--- src/rtl/adc_pwrup_pkg.sv ---
package adc_pwrup_pkg;

   typedef enum logic [2:0] {
      SEQ_IDLE     = 3'd0,
      SEQ_CLK_WAIT = 3'd1,
      SEQ_RST_WAIT = 3'd2,
      SEQ_SETTLE   = 3'd3,
      SEQ_STABLE   = 3'd4,
      SEQ_VALID    = 3'd5
   } seq_state_e;

endpackage

--- src/rtl/pwrup_span_cnt.sv ---
module pwrup_span_cnt #(
   parameter int LIMIT = 16
) (
   input  logic clk_i,
   input  logic rst_ni,
   input  logic clr_i,
   input  logic en_i,
   output logic done_o
);
   localparam int W = (LIMIT < 1) ? 1 : $clog2(LIMIT + 1);
   localparam logic [W-1:0] LIM = W'(LIMIT);

   if (LIMIT < 1) begin : g_bad_limit
      $error("pwrup_span_cnt: LIMIT must be at least 1");
   end

   logic [W-1:0] cnt_q;

   always_ff @(posedge clk_i or negedge rst_ni) begin
      if (!rst_ni)              cnt_q <= '0;
      else if (clr_i)           cnt_q <= '0;
      else if (en_i && cnt_q != LIM) cnt_q <= cnt_q + 1'b1;
   end

   assign done_o = (cnt_q == LIM);

   AST_CNT_BOUND: assert property (@(posedge clk_i) disable iff (!rst_ni)
      cnt_q <= LIM);

   AST_CNT_CLEARS: assert property (@(posedge clk_i) disable iff (!rst_ni)
      clr_i |=> !done_o);

endmodule

--- src/rtl/pwrup_edge_sync.sv ---
module pwrup_edge_sync #(
   parameter int STAGES = 2
) (
   input  logic clk_i,
   input  logic rst_ni,
   input  logic async_ni,
   output logic fall_o
);
   if (STAGES < 2) begin : g_bad_stages
      $error("pwrup_edge_sync: STAGES must be at least 2");
   end

   logic [STAGES-1:0] chain_q;
   logic              last_q;

   for (genvar g = 0; g < STAGES; g++) begin : g_stage
      if (g == 0) begin : g_first
         always_ff @(posedge clk_i or negedge rst_ni) begin
            if (!rst_ni) chain_q[g] <= 1'b1;
            else         chain_q[g] <= async_ni;
         end
      end else begin : g_next
         always_ff @(posedge clk_i or negedge rst_ni) begin
            if (!rst_ni) chain_q[g] <= 1'b1;
            else         chain_q[g] <= chain_q[g-1];
         end
      end
   end

   always_ff @(posedge clk_i or negedge rst_ni) begin
      if (!rst_ni) last_q <= 1'b1;
      else         last_q <= chain_q[STAGES-1];
   end

   assign fall_o = last_q & ~chain_q[STAGES-1];

   AST_FALL_ONE_CYCLE: assert property (@(posedge clk_i) disable iff (!rst_ni)
      fall_o |=> !fall_o);

endmodule

--- src/rtl/pwrup_fsm.sv ---
module pwrup_fsm
   import adc_pwrup_pkg::*;
(
   input  logic       clk_i,
   input  logic       rst_ni,
   input  logic       pwr_good_i,
   input  logic       busy_i,
   input  logic       fall_i,
   input  logic       clk_done_i,
   input  logic       rst_done_i,
   input  logic       filt_done_i,
   input  logic       stab_done_i,
   output logic       clk_clr_o,
   output logic       rst_clr_o,
   output logic       filt_clr_o,
   output logic       stab_clr_o,
   output logic       mclk_en_o,
   output logic       conv_reset_n_o,
   output logic       settled_pulse_o,
   output logic       valid_pulse_o,
   output logic       data_valid_o,
   output logic [2:0] state_o
);
   seq_state_e state_q, state_d;
   logic       settled_q, settled_d;
   logic       valid_q, valid_d;

   always_comb begin
      state_d   = state_q;
      settled_d = 1'b0;
      valid_d   = 1'b0;
      if (!pwr_good_i) begin
         state_d = SEQ_IDLE;
      end else begin
         unique case (state_q)
            SEQ_IDLE:     state_d = SEQ_CLK_WAIT;
            SEQ_CLK_WAIT: if (clk_done_i) state_d = SEQ_RST_WAIT;
            SEQ_RST_WAIT: if (rst_done_i) state_d = SEQ_SETTLE;
            SEQ_SETTLE: begin
               if (!busy_i && fall_i && filt_done_i) begin
                  state_d   = SEQ_STABLE;
                  settled_d = 1'b1;
               end
            end
            SEQ_STABLE: begin
               if (busy_i) begin
                  state_d = SEQ_SETTLE;
               end else if (fall_i && stab_done_i) begin
                  state_d = SEQ_VALID;
                  valid_d = 1'b1;
               end
            end
            SEQ_VALID:    state_d = SEQ_VALID;
            default:      state_d = SEQ_IDLE;
         endcase
      end
   end

   always_ff @(posedge clk_i or negedge rst_ni) begin
      if (!rst_ni) begin
         state_q   <= SEQ_IDLE;
         settled_q <= 1'b0;
         valid_q   <= 1'b0;
      end else begin
         state_q   <= state_d;
         settled_q <= settled_d;
         valid_q   <= valid_d;
      end
   end

   assign clk_clr_o  = (state_q != SEQ_CLK_WAIT);
   assign rst_clr_o  = (state_q != SEQ_RST_WAIT);
   assign filt_clr_o = (state_q != SEQ_SETTLE) || busy_i;
   assign stab_clr_o = (state_q == SEQ_IDLE) || (state_q == SEQ_CLK_WAIT)
                       || (state_q == SEQ_RST_WAIT);

   assign mclk_en_o       = (state_q != SEQ_IDLE) && (state_q != SEQ_CLK_WAIT);
   assign conv_reset_n_o  = mclk_en_o && (state_q != SEQ_RST_WAIT);
   assign data_valid_o    = (state_q == SEQ_VALID);
   assign settled_pulse_o = settled_q;
   assign valid_pulse_o   = valid_q;
   assign state_o         = state_q;

   AST_QUIET_WHEN_DOWN: assert property (@(posedge clk_i) disable iff (!rst_ni)
      !pwr_good_i |=> (!mclk_en_o && !conv_reset_n_o && !data_valid_o
                       && !settled_pulse_o && !valid_pulse_o));

   AST_CLK_AFTER_DELAY: assert property (@(posedge clk_i) disable iff (!rst_ni)
      $rose(mclk_en_o) |-> $past(clk_done_i));

   AST_RST_AFTER_CLK: assert property (@(posedge clk_i) disable iff (!rst_ni)
      $rose(conv_reset_n_o) |-> ($past(rst_done_i) && $past(mclk_en_o)));

   AST_SETTLED_QUAL: assert property (@(posedge clk_i) disable iff (!rst_ni)
      settled_pulse_o |-> ($past(filt_done_i) && $past(fall_i)));

   AST_VALID_QUAL: assert property (@(posedge clk_i) disable iff (!rst_ni)
      valid_pulse_o |-> ($past(stab_done_i) && $past(fall_i) && data_valid_o));

   AST_BUSY_RESTART: assert property (@(posedge clk_i) disable iff (!rst_ni)
      (pwr_good_i && busy_i && (state_q == SEQ_SETTLE || state_q == SEQ_STABLE))
      |=> (state_q == SEQ_SETTLE && !filt_done_i));

   AST_VALID_STICKY: assert property (@(posedge clk_i) disable iff (!rst_ni)
      (pwr_good_i && data_valid_o) |=> (data_valid_o && !settled_pulse_o
                                         && !valid_pulse_o));

   AST_PULSE_SINGLE: assert property (@(posedge clk_i) disable iff (!rst_ni)
      (settled_pulse_o || valid_pulse_o) |=> (!settled_pulse_o && !valid_pulse_o));

endmodule

--- src/rtl/adc_pwrup_seq.sv ---
module adc_pwrup_seq #(
   parameter int SYS_PER_MCLK = 25,
   parameter int CLK_DLY_CYC  = 10000,
   parameter int RST_MCLK     = 2,
   parameter int SETTLE_MCLK  = 2312,
   parameter int STABLE_CYC   = 440000,
   parameter int SYNC_STAGES  = 2
) (
   input  logic       clk_i,
   input  logic       rst_ni,
   input  logic       pwr_good_i,
   input  logic       sample_rdy_ni,
   input  logic       reg_busy_i,
   output logic       mclk_en_o,
   output logic       conv_reset_n_o,
   output logic       settled_pulse_o,
   output logic       valid_pulse_o,
   output logic       data_valid_o,
   output logic [2:0] state_o
);
   localparam int RST_CYC    = RST_MCLK * SYS_PER_MCLK;
   localparam int SETTLE_CYC = SETTLE_MCLK * SYS_PER_MCLK;

   if (SYS_PER_MCLK < 1) begin : g_bad_ratio
      $error("adc_pwrup_seq: SYS_PER_MCLK must be at least 1");
   end
   if (STABLE_CYC < SETTLE_CYC) begin : g_bad_stable
      $error("adc_pwrup_seq: STABLE_CYC must not be shorter than the filter window");
   end

   logic fall;
   logic clk_clr, rst_clr, filt_clr, stab_clr;
   logic clk_done, rst_done, filt_done, stab_done;

   pwrup_edge_sync #(.STAGES(SYNC_STAGES)) u_rdy_sync (
      .clk_i    (clk_i),
      .rst_ni   (rst_ni),
      .async_ni (sample_rdy_ni),
      .fall_o   (fall)
   );

   pwrup_span_cnt #(.LIMIT(CLK_DLY_CYC)) u_clk_dly (
      .clk_i (clk_i), .rst_ni (rst_ni), .clr_i (clk_clr),
      .en_i  (pwr_good_i), .done_o (clk_done)
   );

   pwrup_span_cnt #(.LIMIT(RST_CYC)) u_rst_dly (
      .clk_i (clk_i), .rst_ni (rst_ni), .clr_i (rst_clr),
      .en_i  (pwr_good_i), .done_o (rst_done)
   );

   pwrup_span_cnt #(.LIMIT(SETTLE_CYC)) u_filt_win (
      .clk_i (clk_i), .rst_ni (rst_ni), .clr_i (filt_clr),
      .en_i  (pwr_good_i), .done_o (filt_done)
   );

   pwrup_span_cnt #(.LIMIT(STABLE_CYC)) u_stab_win (
      .clk_i (clk_i), .rst_ni (rst_ni), .clr_i (stab_clr),
      .en_i  (pwr_good_i), .done_o (stab_done)
   );

   pwrup_fsm u_fsm (
      .clk_i           (clk_i),
      .rst_ni          (rst_ni),
      .pwr_good_i      (pwr_good_i),
      .busy_i          (reg_busy_i),
      .fall_i          (fall),
      .clk_done_i      (clk_done),
      .rst_done_i      (rst_done),
      .filt_done_i     (filt_done),
      .stab_done_i     (stab_done),
      .clk_clr_o       (clk_clr),
      .rst_clr_o       (rst_clr),
      .filt_clr_o      (filt_clr),
      .stab_clr_o      (stab_clr),
      .mclk_en_o       (mclk_en_o),
      .conv_reset_n_o  (conv_reset_n_o),
      .settled_pulse_o (settled_pulse_o),
      .valid_pulse_o   (valid_pulse_o),
      .data_valid_o    (data_valid_o),
      .state_o         (state_o)
   );

endmodule

--- config.mk ---
export PLATFORM = sky130hd
export DESIGN_NAME = adc_pwrup_seq
export DESIGN_NICKNAME = d
export VERILOG_FILES = /design/src/rtl/adc_pwrup_pkg.sv /design/src/rtl/pwrup_span_cnt.sv /design/src/rtl/pwrup_edge_sync.sv /design/src/rtl/pwrup_fsm.sv /design/src/rtl/adc_pwrup_seq.sv
export SDC_FILE = /design/constraint.sdc
export NUM_CORES = 1
export LEC_CHECK = 0
export BUFFER_PORTS_ARGS = -buffer_cell sky130_fd_sc_hd__buf_2
export CAP_MARGIN = 20
export CORE_MARGIN = 2
export CORE_UTILIZATION = 57
export DETAILED_ROUTE_END_ITERATION = 7
export PLACE_DENSITY_LB_ADDON = 0.2
export SYNTH_ARGS = -nofsm -noshare
export SYNTH_HDL_FRONTEND = slang
export SYNTH_SLANG_ARGS = --single-unit
--- constraint.sdc ---
create_clock -name clk_i -period 2.33 [get_ports clk_i]
set_clock_uncertainty 0.1 [all_clocks]
set_input_delay 0 -clock clk_i [delete_from_list [all_inputs] [get_ports clk_i]]
set_output_delay 0 -clock clk_i [all_outputs]
set_load 0.03 [all_outputs]
=== Word level (Yosys, flattened, before mapping) ===
Cells that the tools add are included.

* Output and inout bits: 8
* Input port bits: 5
* Flip-flop bits (word level): 63

* $add $sub $neg: 4
* Reduce and logical (&&, ||, !) cells: 20
* Mux-type cells: 22
* Bitwise logic cells: 2
* Equal/unequal tests: 20

{| class="wikitable"
|+ Operator list
! operator !! count
|-
| $mux 19 || 2
|-
| $mux 16 || 2
|-
| $mux 14 || 2
|-
| $add 19x1->19 const B || 1
|-
| $eq 19x19->1 const B || 1
|-
| $ne 19x19->1 const B || 1
|-
| $mux 3 || 6
|-
| $pmux 3 s6 || 1
|-
| $add 16x1->16 const B || 1
|-
| $eq 16x16->1 const B || 1
|-
| $ne 16x16->1 const B || 1
|-
| $add 14x1->14 const B || 1
|-
| $eq 14x14->1 const B || 1
|-
| $ne 14x14->1 const B || 1
|-
| $mux 6 || 2
|-
| $logic_and 1x1->1 || 9
|-
| $ne 3x2->1 const B || 3
|-
| $reduce_bool 2->1 || 4
|-
| $mux 1 || 7
|-
| $add 6x1->6 const B || 1
|-
| $eq 3x2->1 const B || 2
|-
| $eq 3x3->1 const B || 2
|-
| $eq 6x6->1 const B || 1
|-
| $ne 3x3->1 const B || 2
|-
| other kinds (11) || 13
|}

=== Depth between registers and ports, before layout ===
Gate-level depths: netlist (run 1).

* Word-level depth: 7
* Gate-level depth with buffers: 7
* Mapped depth without buffers: 7

=== Modules after synthesis ===
A second synthesis (run 1) with hierarchy kept.

* Cells, all modules: 365
* Area total of the unflattened synthesis: 3528.4 um^2

{| class="wikitable"
|+ By module, submodules not included
! module !! cells an instance !! times used !! area each (um^2)
|-
| pwrup_span_cnt at u_stab_win || 115 || 1 || 1057.3
|-
| pwrup_span_cnt at u_filt_win || 89 || 1 || 887.1
|-
| pwrup_span_cnt at u_clk_dly || 79 || 1 || 754.5
|-
| pwrup_span_cnt at u_rst_dly || 40 || 1 || 375.4
|-
| pwrup_fsm || 38 || 1 || 361.6
|-
| pwrup_edge_sync || 4 || 1 || 92.6
|}

=== Worst setup path before layout (run 1) ===
Ideal clock, no wire load.

* Path type: register to register
* Start: register u_filt_win.cnt_q[0]
* End: register u_filt_win.cnt_q[12]
* Required time: 2149 ps
* Path buffers: 0
* Path slack: 481 ps
* Data arrival time: 1668 ps
* Cell stages (with the launch flop): 7
* Path through: dfrtp_1 > inv_1 > ha_1 > and3_1 > a41o_1 > or3_2 > a21oi_1

* Cells in the longest elaborated chain, start to end: 3

{| class="wikitable"
|+ Ends and longest elaborated chain
! item !! line !! text
|-
| start, declared || pwrup_span_cnt.sv:17 || <nowiki>logic [W-1:0] cnt_q;</nowiki>
|-
| start signal, assigned || pwrup_span_cnt.sv:22 || <nowiki>else if (en_i && cnt_q != LIM) cnt_q <= cnt_q + 1'b1;</nowiki>
|-
| $add 16x1->16 or $ne 16x16->1 (tied branches) || pwrup_span_cnt.sv:22 ||
|-
| $mux 16 or $logic_and 1x1->1 (tied branches) || pwrup_span_cnt.sv:22 ||
|-
| $mux 16 or $reduce_bool 2->1 (tied branches) || n/a ||
|}

Several ways; a longest one is shown, not always the timed one. The select of a mux whose other input is x is not followed.
A chain may end at the register's enable or synchronous reset.

=== Worst setup path after layout (run 1) ===
Same ends and word-level chain as after synthesis.

==> results of run 1 <==
## per-layer routing
metal / global-route usage (%) / share of wire, % / vias up
li1: - / - / 1205
met1: 30.14 / 49 / 1188
met2: 35.08 / 46 / 36
met3: 3.750 / 2.9 / 10
met4: 9.828 / 2.0 / 0
met5: 0 / 0 / -
## repair_timing
| item | 4_1_cts | 5_1_grt |
|---|---|---|
| gates resized for setup | 0 | 0 |
| hold endpoints to repair | 64 | 0 |
| setup buffers | 0 | 0 |
| hold buffers | 6 | 0 |
## state kept, by name, indices dropped and copies added, names as in the netlist
name	flops
u_fsm.state_o	3
u_filt_win.cnt_q	16
u_fsm.settled_pulse_o	1
u_stab_win.cnt_q	19
u_clk_dly.cnt_q	14
u_rst_dly.cnt_q	6
u_rdy_sync.chain_q	2
u_rdy_sync.last_q	1
u_fsm.valid_pulse_o	1
## worst max-delay path: stages (launching register included)
cell and delay [ps]:
dfrtp_1 410, inv_1 90, ha_1 190, and3_1 190, a41o_1 330, or3_2 480, a21oi_1 150
## kinds of logic (layout without fill, tap and decap cells)
group	count (synthesis)	count (layout)	share of synthesized area (%)
xor gates and xnor gates	44	44	11.96
and+or+nand+nor	165	165	27.03
buffers and inverters	24	53	2.835
adders and majority gates	8	8	3.107
AOI/OAI and AO/OA	28	28	5.088
DFF	63	63	49.05
muxes	3	3	0.9321
## area by class of cell
type / count / area (um2)
Clock inverter: 6 / 107.6
Sequential cell: 63 / 1580
Inverter: 14 / 52.55
Tap cell: 72 / 90.09
Fill cell: 458 / 1797
Clock buffer: 10 / 137.6
Multi-Input combinational cell: 248 / 1550
Timing Repair Buffer: 23 / 157.7
## Yosys cell counts, types with 3 or more instances
cell      number
ha_1           8
nor3_1        13
and4_1         5
nand2b_1       3
a21oi_1       10
xor2_1        21
nor4b_1        5
and2_1         3
dfstp_2        3
xnor2_1       23
nand2_1       19
nor4_1         4
nand3_1       19
dfrtp_1       60
nor2_1        54
clkbuf_1       8
inv_1         14
and3_1         7
mux2i_1        3
nand4_1       14
or3_1          7
o21ai_0       10
## through the flow
| step | hold slack, ps | worst slack [ps] |
|---|---|---|
| finish | 197.2 | 327.7 |
| CTS | 186.6 | 350.1 |
| global route | 202.2 | 264.3 |
| global placement | -168.6 | 418.1 |
| detailed placement | -160.1 | 362.3 |
| floorplan | -395.6 | 481.2 |
## final timing paths
check                                                   end  slack (ps)
setup / recovery           u_filt_win.cnt_q[12]$_DFFE_PN0P_         330
hold / removal              u_rdy_sync.chain_q[0]$_DFF_PN1_         200
setup reg to reg           u_filt_win.cnt_q[12]$_DFFE_PN0P_         330
hold reg to reg             u_rdy_sync.chain_q[1]$_DFF_PN1_         260
max in group asynchronous  u_filt_win.cnt_q[12]$_DFFE_PN0P_         620
min in group asynchronous    u_rst_dly.cnt_q[3]$_DFFE_PN0P_         490
## power by group
group,leakage [nW],internal (mW),switching [mW]
combinational,0.553,0.0364,0.0722
clock,0.122,0.736,0.426
sequential,0.867,1.11,0.0146
==> summary.md, run 1 <==
| Metric | Value |
|---|---|
| Status | finished clean |
| Max Fclk | 0.4994 GHz |
| CP Class | register to register |
| Count of yosys warnings during synthesis | 0 |
| Reg2Reg Launch Point | u_filt_win.cnt_q[0]$_DFFE_PN0P_ |
| Instance area after placement | 3371 um2 |
| Area enclosed by the die boundary | 6269 um2 |
| Starting utilization of the core area | 58.87% |
| Number of enable-type register cells in the synthesized netlist | 0 |
| Clock tree from TritonCTS | done |
| Post-detailed-routing wire length | 6128 um |
| Area of the mapped netlist | 3222 um2 |
| Gr usage total | 22.19% |
| Buffer levels on the longest clock path | 2 |
| Clock transition at path regs | 70 ps |
| Routability congestion estimate from global placement | 0.8134 |
| Arrival @ worst endpoint | 2160 ps |
| Placed instance count | 414 |
| Count of antenna diodes in the layout | 0 |
| Share of synthesized flip-flops with an asynchronous set or reset | 100.0% |
| Setup Viol. Count Final | 0 |
| Total number of placement rows | 27 |
| Final net count | 372 |
| Total clock sinks | 63 |
| Element type at the critical path end | register |
| Top cells by area in the synthesized netlist | dfrtp_1 47%, nor2_1 6.3%, xnor2_1 6.3%, xor2_1 5.7%, ha_1 3.1% |
| Post-route DRC violation count | 0 |
| Unrepaired setup endpoints after global routing | no |
| Commonest cells after routing, fill and taps aside | 60 x dfrtp_1, 54 x nor2_1, 23 x xnor2_1 |
| Hold Path Class | input port to register |
| Final standard cell utilization of the core | 67.17% |
| Final Cycle Share | 85.93% |
| Core region area | 5473 um2 |
| Required time at the worst-slack endpoint | 2490 ps |
| Clock insertion delay at the later pin of the skew report | 340 ps |
| Crit path from | u_filt_win.cnt_q[0]$_DFFE_PN0P_ |
| Proportion of synthesized chip area in sequential cells | 49.05% |
| Number of maximum-capacitance constraint violations | 0 |
| DIE WIDTH | 79.18 um |
| IR Drop Worst-Case VDD | 0.3832 mV |
| Global-route wire length before repair | 10810 um |
| Violation count after the first detailed-route iteration | 140 |
| Number of global-route vias before repair | 2363 |
| Mapped Nets | 348 |
| Via count normalized by instance count | 5.594 |
| Leakage | 1.542 nW |
| Commonest non-fill, non-tap cell in the layout | dfrtp_1 |
| Source of the worst hold timing path | sample_rdy_ni |
| Root buf cell | clkbuf_8 |
| Setup total negative slack | 0 ps |
| Min-Delay Path Depth | 2 |
| Kind of start point of the critical path | register |
| Number of pins exceeding their max-slew limit in the final report | 0 |
| Transition time at the pin with the least slew margin | 506.5 ps |
| Area share of the largest cell type after synthesis | 46.60% |
| Shortest clock period the worst path allows after layout | 2002 ps |
| Remaining global-route overflow | 0 |
| Depth of the worst register-to-register path | 6 |
| Slew headroom | 65.76% |
| Largest net degree at the start of global routing | 25 |
| Die outline height | 79.18 um |
| DPL Wire Length | 4126 um |
| PortBufs | 12 |
| First-pass detailed-route iteration total | 4 |
| CTS buffer count | 9 |
| Average wire per standard cell | 14.06 um |
| Number of instances in the synthesized netlist | 335 |
| Crit-path max FO | 7 |
| H-tree Lvls | 3 |
| Total power divided by cell area | 650.8 nW/um2 |
| Layout Cells excl Fill | 436 |
| Hold violation count in the final report | 0 |
| Post-synthesis sequential element count | 63 |
| Number of distinct library cells after synthesis | 40 |
| Total power | 2.392 mW |
| Detail Route Antenna Nets | 0 |
| Mean Syn Cell Area | 9.617 um2 |
| Most instantiated flip-flop cell in the synthesis netlist | dfrtp_1 |
| Total via count in the routed design | 2439 |
| Share of layout cells above drive strength 1 | 11.81% |
| Number of top-level pins | 13 |
| Relative area change from synthesis to final layout | 14.10% |
| Number of antenna violations at the first check in global routing | 0 |
| Final Instance Area | 3676 um2 |
| Cell type contributing the most total cell area after synthesis | dfrtp_1 |
(Power assumes the default switching activity.)
==> run 2: changes to the inputs <==
SYNTH_HIERARCHICAL = 1   (was unset)
==> run 2 against run 1 <==
Against the previous run:
- flip-flop and latch count did not move
- register-to-register slack got worse by 20 ps
- cell count rose by 7.6%
- clock-buffer cell count rose by 3
- synthesized cell count rose by 9.0%
- non-clock buffer count did not move
- critical path depth fell by 1
==> summary.md, run 2 <==
| Metric | Value |
|---|---|
| Status | finished clean |
| Share of layout cells above drive strength 1 | 16.24% |
| CTS buffer count | 9 |
| Most common cell in the synthesized netlist | dfrtp_1 |
| Element type at the critical path end | register |
| Fill count | 493 |
| Total clock sinks | 63 |
| Via count normalized by instance count | 5.947 |
| Number of global-route vias before repair | 2582 |
| Clock tree from TritonCTS | done |
| H-tree Lvls | 3 |
| Total power | 2.180 mW |
| Transition time at the pin with the least slew margin | 627.8 ps |
| Crit path depth | 5 |
| Area share of the largest cell type after synthesis | 42.55% |
| Relative area change from synthesis to final layout | 11.67% |
| Dominant delay contributor by cell family on the critical path | simple AND/OR/NAND/NOR gates |
| Shortest clock period the worst path allows after layout | 2021 ps |
| Most instantiated flip-flop cell in the synthesis netlist | dfrtp_1 |
| Number of maximum-capacitance constraint violations | 0 |
| Top cells by area in the synthesized netlist | dfrtp_1 43%, nor2_1 4.8%, xnor2_1 3.7%, xor2_1 3.7%, ha_1 2.8% |
| First-pass detailed-route iteration total | 4 |
| Post-CTS Repair Setup Buffers | 0 |
| Count of yosys warnings during synthesis | 6 |
| Number of enable-type register cells in the synthesized netlist | 0 |
| Number of instances in the synthesized netlist | 365 |
| Setup total negative slack | 0 ps |
| Unrepaired setup endpoints after global routing | no |
| Proportion of synthesized chip area in sequential cells | 44.79% |
| Number of antenna violations at the first check in global routing | 0 |
| Area enclosed by the die boundary | 6835 um2 |
| Post-detailed-routing wire length | 6886 um |
| Mean Syn Cell Area | 9.667 um2 |
| Root buf cell | clkbuf_8 |
| Number of pins exceeding their max-slew limit in the final report | 0 |
| Gr usage total | 22.80% |
| Setup Viol. Count Final | 0 |
| Routability congestion estimate from global placement | 0.8437 |
| Hold Path Class | input port to register |
| Sequential cell area in the final layout | 1580 um2 |
| Clock transition at path regs | 70 ps |
| Max Fclk | 0.4949 GHz |
| Flip-flop count of the largest register after layout | 19 |
| Final standard cell utilization of the core | 66.16% |
| Average wire per standard cell | 14.68 um |
| Required time at the worst-slack endpoint | 2450 ps |
| Crit path buffers/inverters | 0 |
| Detail Route Antenna Nets | 0 |
| Global-route wire length before repair | 11830 um |
| Arrival @ worst endpoint | 2140 ps |
| Cell type contributing the most total cell area after synthesis | dfrtp_1 |
| Total power divided by cell area | 553.3 nW/um2 |
| Hold violation count in the final report | 0 |
| Kind of start point of the critical path | register |
| Crit-path slowest cell | or3_1 |
| Violation count after the first detailed-route iteration | 177 |
| Register bank with the most flops | u_stab_win/cnt_q |
| Largest net degree at the start of global routing | 38 |
| DPL Wire Length | 4742 um |
| Crit-path max FO | 8 |
| Die outline height | 82.68 um |
| DIE WIDTH | 82.68 um |
| Post-route DRC violation count | 0 |
| Final net count | 402 |
| PortBufs | 12 |
| Final Cycle Share | 86.72% |
| Area of the mapped netlist | 3528 um2 |
| Commonest non-fill, non-tap cell in the layout | dfrtp_1 |
| Count of antenna diodes in the layout | 0 |
| Post-synthesis sequential element count | 63 |
| Buffer levels on the longest clock path | 2 |
| Depth of the worst register-to-register path | 5 |
| Core region area | 5956 um2 |
| CP Class | register to register |
| Mapped Nets | 378 |
| Min-Delay Path Depth | 3 |
| Series of cell instances along the critical path | ha_1 > nand3_1 > or3_1 > nor4_1 > mux2_2 |
| Layout Cells excl Fill | 469 |
| Multi-input gate area | 1819 um2 |
| Leakage | 1.561 nW |
| Total via count in the routed design | 2789 |
| Number of top-level pins | 13 |
| Share of synthesized flip-flops with an asynchronous set or reset | 100.0% |
| Slew headroom | 58.15% |
| Placed instance count | 450 |
| Top cells by count, synth | 60 x dfrtp_1, 45 x nor2_1, 23 x nand2_1, 20 x inv_1, 18 x a21oi_1 |
| IR Drop Worst-Case VDD | 0.3933 mV |
| Starting utilization of the core area | 59.24% |
| Number of distinct library cells after synthesis | 62 |
| Total number of placement rows | 28 |
| Clock insertion delay at the later pin of the skew report | 330 ps |
| Top Registers | u_stab_win/cnt_q: 19 flops, u_filt_win/cnt_q: 16 flops, u_clk_dly/cnt_q: 14 flops |
| Maximum cell stage delay along the critical path | 480 ps |
| Remaining global-route overflow | 0 |
| Commonest cells after routing, fill and taps aside | 60 x dfrtp_1, 45 x nor2_1, 23 x nand2_1 |
[run 2: layout make-up]
type / count / area share (%)
clock buffers: 13 / 4.287
clock inverters: 3 / 1.016
inverters: 20 / 1.905
multi-input cells: 272 / 46.17
flip-flops and latches: 63 / 40.11
well taps: 75 / 2.382
repair buffers: 23 / 4.128
[run 2: through the flow]
step	hold slack (ps)	instance area, um2	setup slack (ps)
floorplan	-395.6	3528	211.8
global placement	-47.32	3701	366.4
detailed placement	-41.17	3701	309.6
CTS	35.84	3940	310.7
global route	55.09	3940	179.2
finish	47.55	3940	309.5
[run 2: worst paths after layout]
path | from | slack [ps] | to
max | u_stab_win/cnt_q[0]$_DFFE_PN0P_ | 310 | u_stab_win/cnt_q[18]$_DFFE_PN0P_
min reg2reg | u_rdy_sync/chain_q[0]$_DFF_PN1_ | 270 | u_rdy_sync/chain_q[1]$_DFF_PN1_
max reg2reg | u_stab_win/cnt_q[0]$_DFFE_PN0P_ | 310 | u_stab_win/cnt_q[18]$_DFFE_PN0P_
min in group asynchronous | rst_ni | 110 | u_filt_win/cnt_q[11]$_DFFE_PN0P_
min | pwr_good_i | 50 | u_fsm/state_o[1]$_DFFE_PN0P_
max in group asynchronous | rst_ni | 1400 | u_stab_win/cnt_q[6]$_DFFE_PN0P_
[run 2: metal layers]
metal  global-route usage [%]  share of wire [%]
met4                    10.16                1.6
met1                    32.07                 48
met2                    34.68                 46
met5                        0                  0
met3                    3.804                4.1
[run 2: logic make-up (layout without fill, tap and decap cells)]
| kind of cell | after synthesis | after routing | share of synthesized area, % |
|---|---|---|---|
| AO/OA/AOI/OAI | 45 | 45 | 8.866 |
| adder cells (fa/ha/maj) | 8 | 8 | 2.837 |
| XOR/XNOR | 30 | 30 | 7.447 |
| buffers and inverters | 30 | 59 | 3.652 |
| AND/OR/NAND/NOR | 182 | 182 | 30.28 |
| multiplexers | 7 | 7 | 2.128 |
| flip-flops | 63 | 63 | 44.79 |
[run 2: worst register-to-register path, stage by stage (launching register included)]
cell and delay, ps:
dfrtp_1 400, ha_1 210, nand3_1 120, or3_1 480
nor4_1 230, mux2_2 370
[run 2: repair_timing]
action | 4_1_cts | 5_1_grt
gates resized for setup | 0 | 0
hold endpoints to repair | 28 | 0
hold buffers | 3 | 0
[run 2: power breakdown]
part,switching [mW],internal (mW),total [mW]
Combinational,0.0573,0.0306,0.0880
Sequential,0.00669,1.10,1.11
Clock,0.403,0.579,0.982
Total,0.467,1.71,2.18
==> run 3: changes to the inputs <==
CTS_BUF_LIST = sky130_fd_sc_hd__clkbuf_2 sky130_fd_sc_hd__clkbuf_4 sky130_fd_sc_hd__clkbuf_8   (was unset)
==> run 3 against run 2 <==
Against the previous run:
- critical path depth did not move
- routed wire length decreased by 0.48%
- critical path type unchanged
- register-to-register slack about the same
- clock power grew 1%
- die area unchanged
- largest cell class unchanged
- clock-buffer cell count is the same
- final area is essentially flat
- global-route usage did not move
- largest power group unchanged
- power up 0.52%
- first-iteration DRC count shrank 0.56%
- core utilization rose by 0.063 points
- flip-flop and latch count is the same
==> summary.md, run 3 (synthesis results as in run 2) <==
| Metric | Value |
|---|---|
| Status | finished clean |
| Kind of start point of the critical path | register |
| Commonest non-fill, non-tap cell in the layout | dfrtp_1 |
| Largest net degree at the start of global routing | 38 |
| Setup Viol. Count Final | 0 |
| First-pass detailed-route iteration total | 5 |
| Register bank with the most flops | u_stab_win/cnt_q |
| Detail Route Antenna Nets | 0 |
| Total power | 2.191 mW |
| Global-route wire length before repair | 11830 um |
| Total via count in the routed design | 2777 |
| Number of antenna violations at the first check in global routing | 0 |
| Total clock sinks | 63 |
| Unrepaired setup endpoints after global routing | no |
| Met2 GRT Util | 34.68% |
| Max Fclk | 0.4956 GHz |
| Post-detailed-routing wire length | 6853 um |
| Share of layout cells above drive strength 1 | 16.50% |
| Commonest cells after routing, fill and taps aside | 60 x dfrtp_1, 45 x nor2_1, 23 x nand2_1 |
| Number of top-level pins | 13 |
| DPL Wire Length | 4742 um |
| Clock transition at path regs | 70 ps |
| IR Drop Worst-Case VDD | 0.3933 mV |
| Gr usage total | 22.80% |
| Flip-flop count of the largest register after layout | 19 |
| Element type at the critical path end | register |
| CP Class | register to register |
| Average wire per standard cell | 14.61 um |
| Met1 Resource Use GR | 32.07% |
| Setup total negative slack | 0 ps |
| Starting utilization of the core area | 59.24% |
| Core region area | 5956 um2 |
| Clock insertion delay at the later pin of the skew report | 330 ps |
| Relative area change from synthesis to final layout | 11.77% |
| Buffer levels on the longest clock path | 2 |
| PortBufs | 12 |
| Number of maximum-capacitance constraint violations | 0 |
| Routability congestion estimate from global placement | 0.8437 |
| Slew headroom | 58.15% |
| Global-route layer with the greatest usage | met2 |
| Violation count after the first detailed-route iteration | 176 |
| Via count normalized by instance count | 5.921 |
| H-tree Lvls | 3 |
| Crit-path max FO | 8 |
| Required time at the worst-slack endpoint | 2450 ps |
| GR Util met3 | 3.804% |
| Shortest clock period the worst path allows after layout | 2018 ps |
| Top Registers | u_stab_win/cnt_q: 19 flops, u_filt_win/cnt_q: 16 flops, u_clk_dly/cnt_q: 14 flops |
| Final Instance Area | 3944 um2 |
| Count of antenna diodes in the layout | 0 |
| DIE WIDTH | 82.68 um |
| Transition time at the pin with the least slew margin | 627.8 ps |
| Arrival @ worst endpoint | 2140 ps |
| Area enclosed by the die boundary | 6835 um2 |
| Leakage | 1.564 nW |
| Die outline height | 82.68 um |
| Final Cycle Share | 86.60% |
| CTS buffer count | 9 |
| Total power divided by cell area | 555.6 nW/um2 |
| Hold Path Class | input port to register |
| Root buf cell | clkbuf_8 |
| Fill count | 493 |
| Clock tree from TritonCTS | done |
| Number of global-route vias before repair | 2582 |
| Instance area after placement | 3701 um2 |
| Hold violation count in the final report | 0 |
| Total number of placement rows | 28 |
| Final net count | 402 |
| Post-route DRC violation count | 0 |
| Number of pins exceeding their max-slew limit in the final report | 0 |
| Remaining global-route overflow | 0 |
## run 3: stage by stage
step,hold WS [ps],utilization [%],setup slack (ps),instances
after detailed placement,-41.17,62.14,309.6,450
final,47.91,66.22,312.3,469
after global placement,-47.32,62.14,366.4,450
after floorplan,-395.6,-,211.8,365
after global routing,55.09,66.22,179.5,469
after CTS,35.84,66.22,310.9,469
## run 3: metal layers
metal,part of all wire (%),up-vias
met5,0,-
met4,1.6,0
met3,4.2,10
met2,47,67
met1,48,1350
li1,-,1350
## run 3: worst max-delay path, cell delays in order (launching register included)
cell     delay (ps)
dfrtp_1         400
ha_1            210
nand3_1         120
or3_1           480
nor4_1          220
mux2_2          370
## run 3: final timing paths
kind | cells past startpoint | end | slack (ps) | start
worst min register to register | 0 | u_rdy_sync/chain_q[1]$_DFF_PN1_ | 270 | u_rdy_sync/chain_q[0]$_DFF_PN1_
worst min-delay path | 3 | u_fsm/state_o[1]$_DFFE_PN0P_ | 50 | pwr_good_i
min in group asynchronous | 2 | u_filt_win/cnt_q[11]$_DFFE_PN0P_ | 110 | rst_ni
worst max-delay path | 5 | u_stab_win/cnt_q[18]$_DFFE_PN0P_ | 310 | u_stab_win/cnt_q[0]$_DFFE_PN0P_
worst max register to register | 5 | u_stab_win/cnt_q[18]$_DFFE_PN0P_ | 310 | u_stab_win/cnt_q[0]$_DFFE_PN0P_
max in group asynchronous | 3 | u_rst_dly/cnt_q[3]$_DFFE_PN0P_ | 1400 | rst_ni
## run 3: final cells by class
| class | instances | area, um2 | share of cell area (%) |
|---|---|---|---|
| inverter | 20 | 75.07 | 1.904 |
| tap | 75 | 93.84 | 2.379 |
| timing repair buffer | 23 | 162.7 | 4.124 |
| multi-input combinational | 272 | 1819 | 46.13 |
| clock buffer | 13 | 172.7 | 4.378 |
| clock inverter | 3 | 40.04 | 1.015 |
| sequential | 63 | 1580 | 40.07 |
## run 3: what timing repair did
item / CTS / global route
hold buffers: 3 / 0
gates resized for setup: 0 / 0
endpoints found under the hold margin: 28 / 0
buffers inserted: 0 / 0
## run 3: power breakdown
part	total, mW	switching [mW]	internal, mW
Combinational	0.0881	0.0574	0.0306
Clock	0.993	0.403	0.590
Sequential	1.11	0.00668	1.10
Total	2.19	0.467	1.72
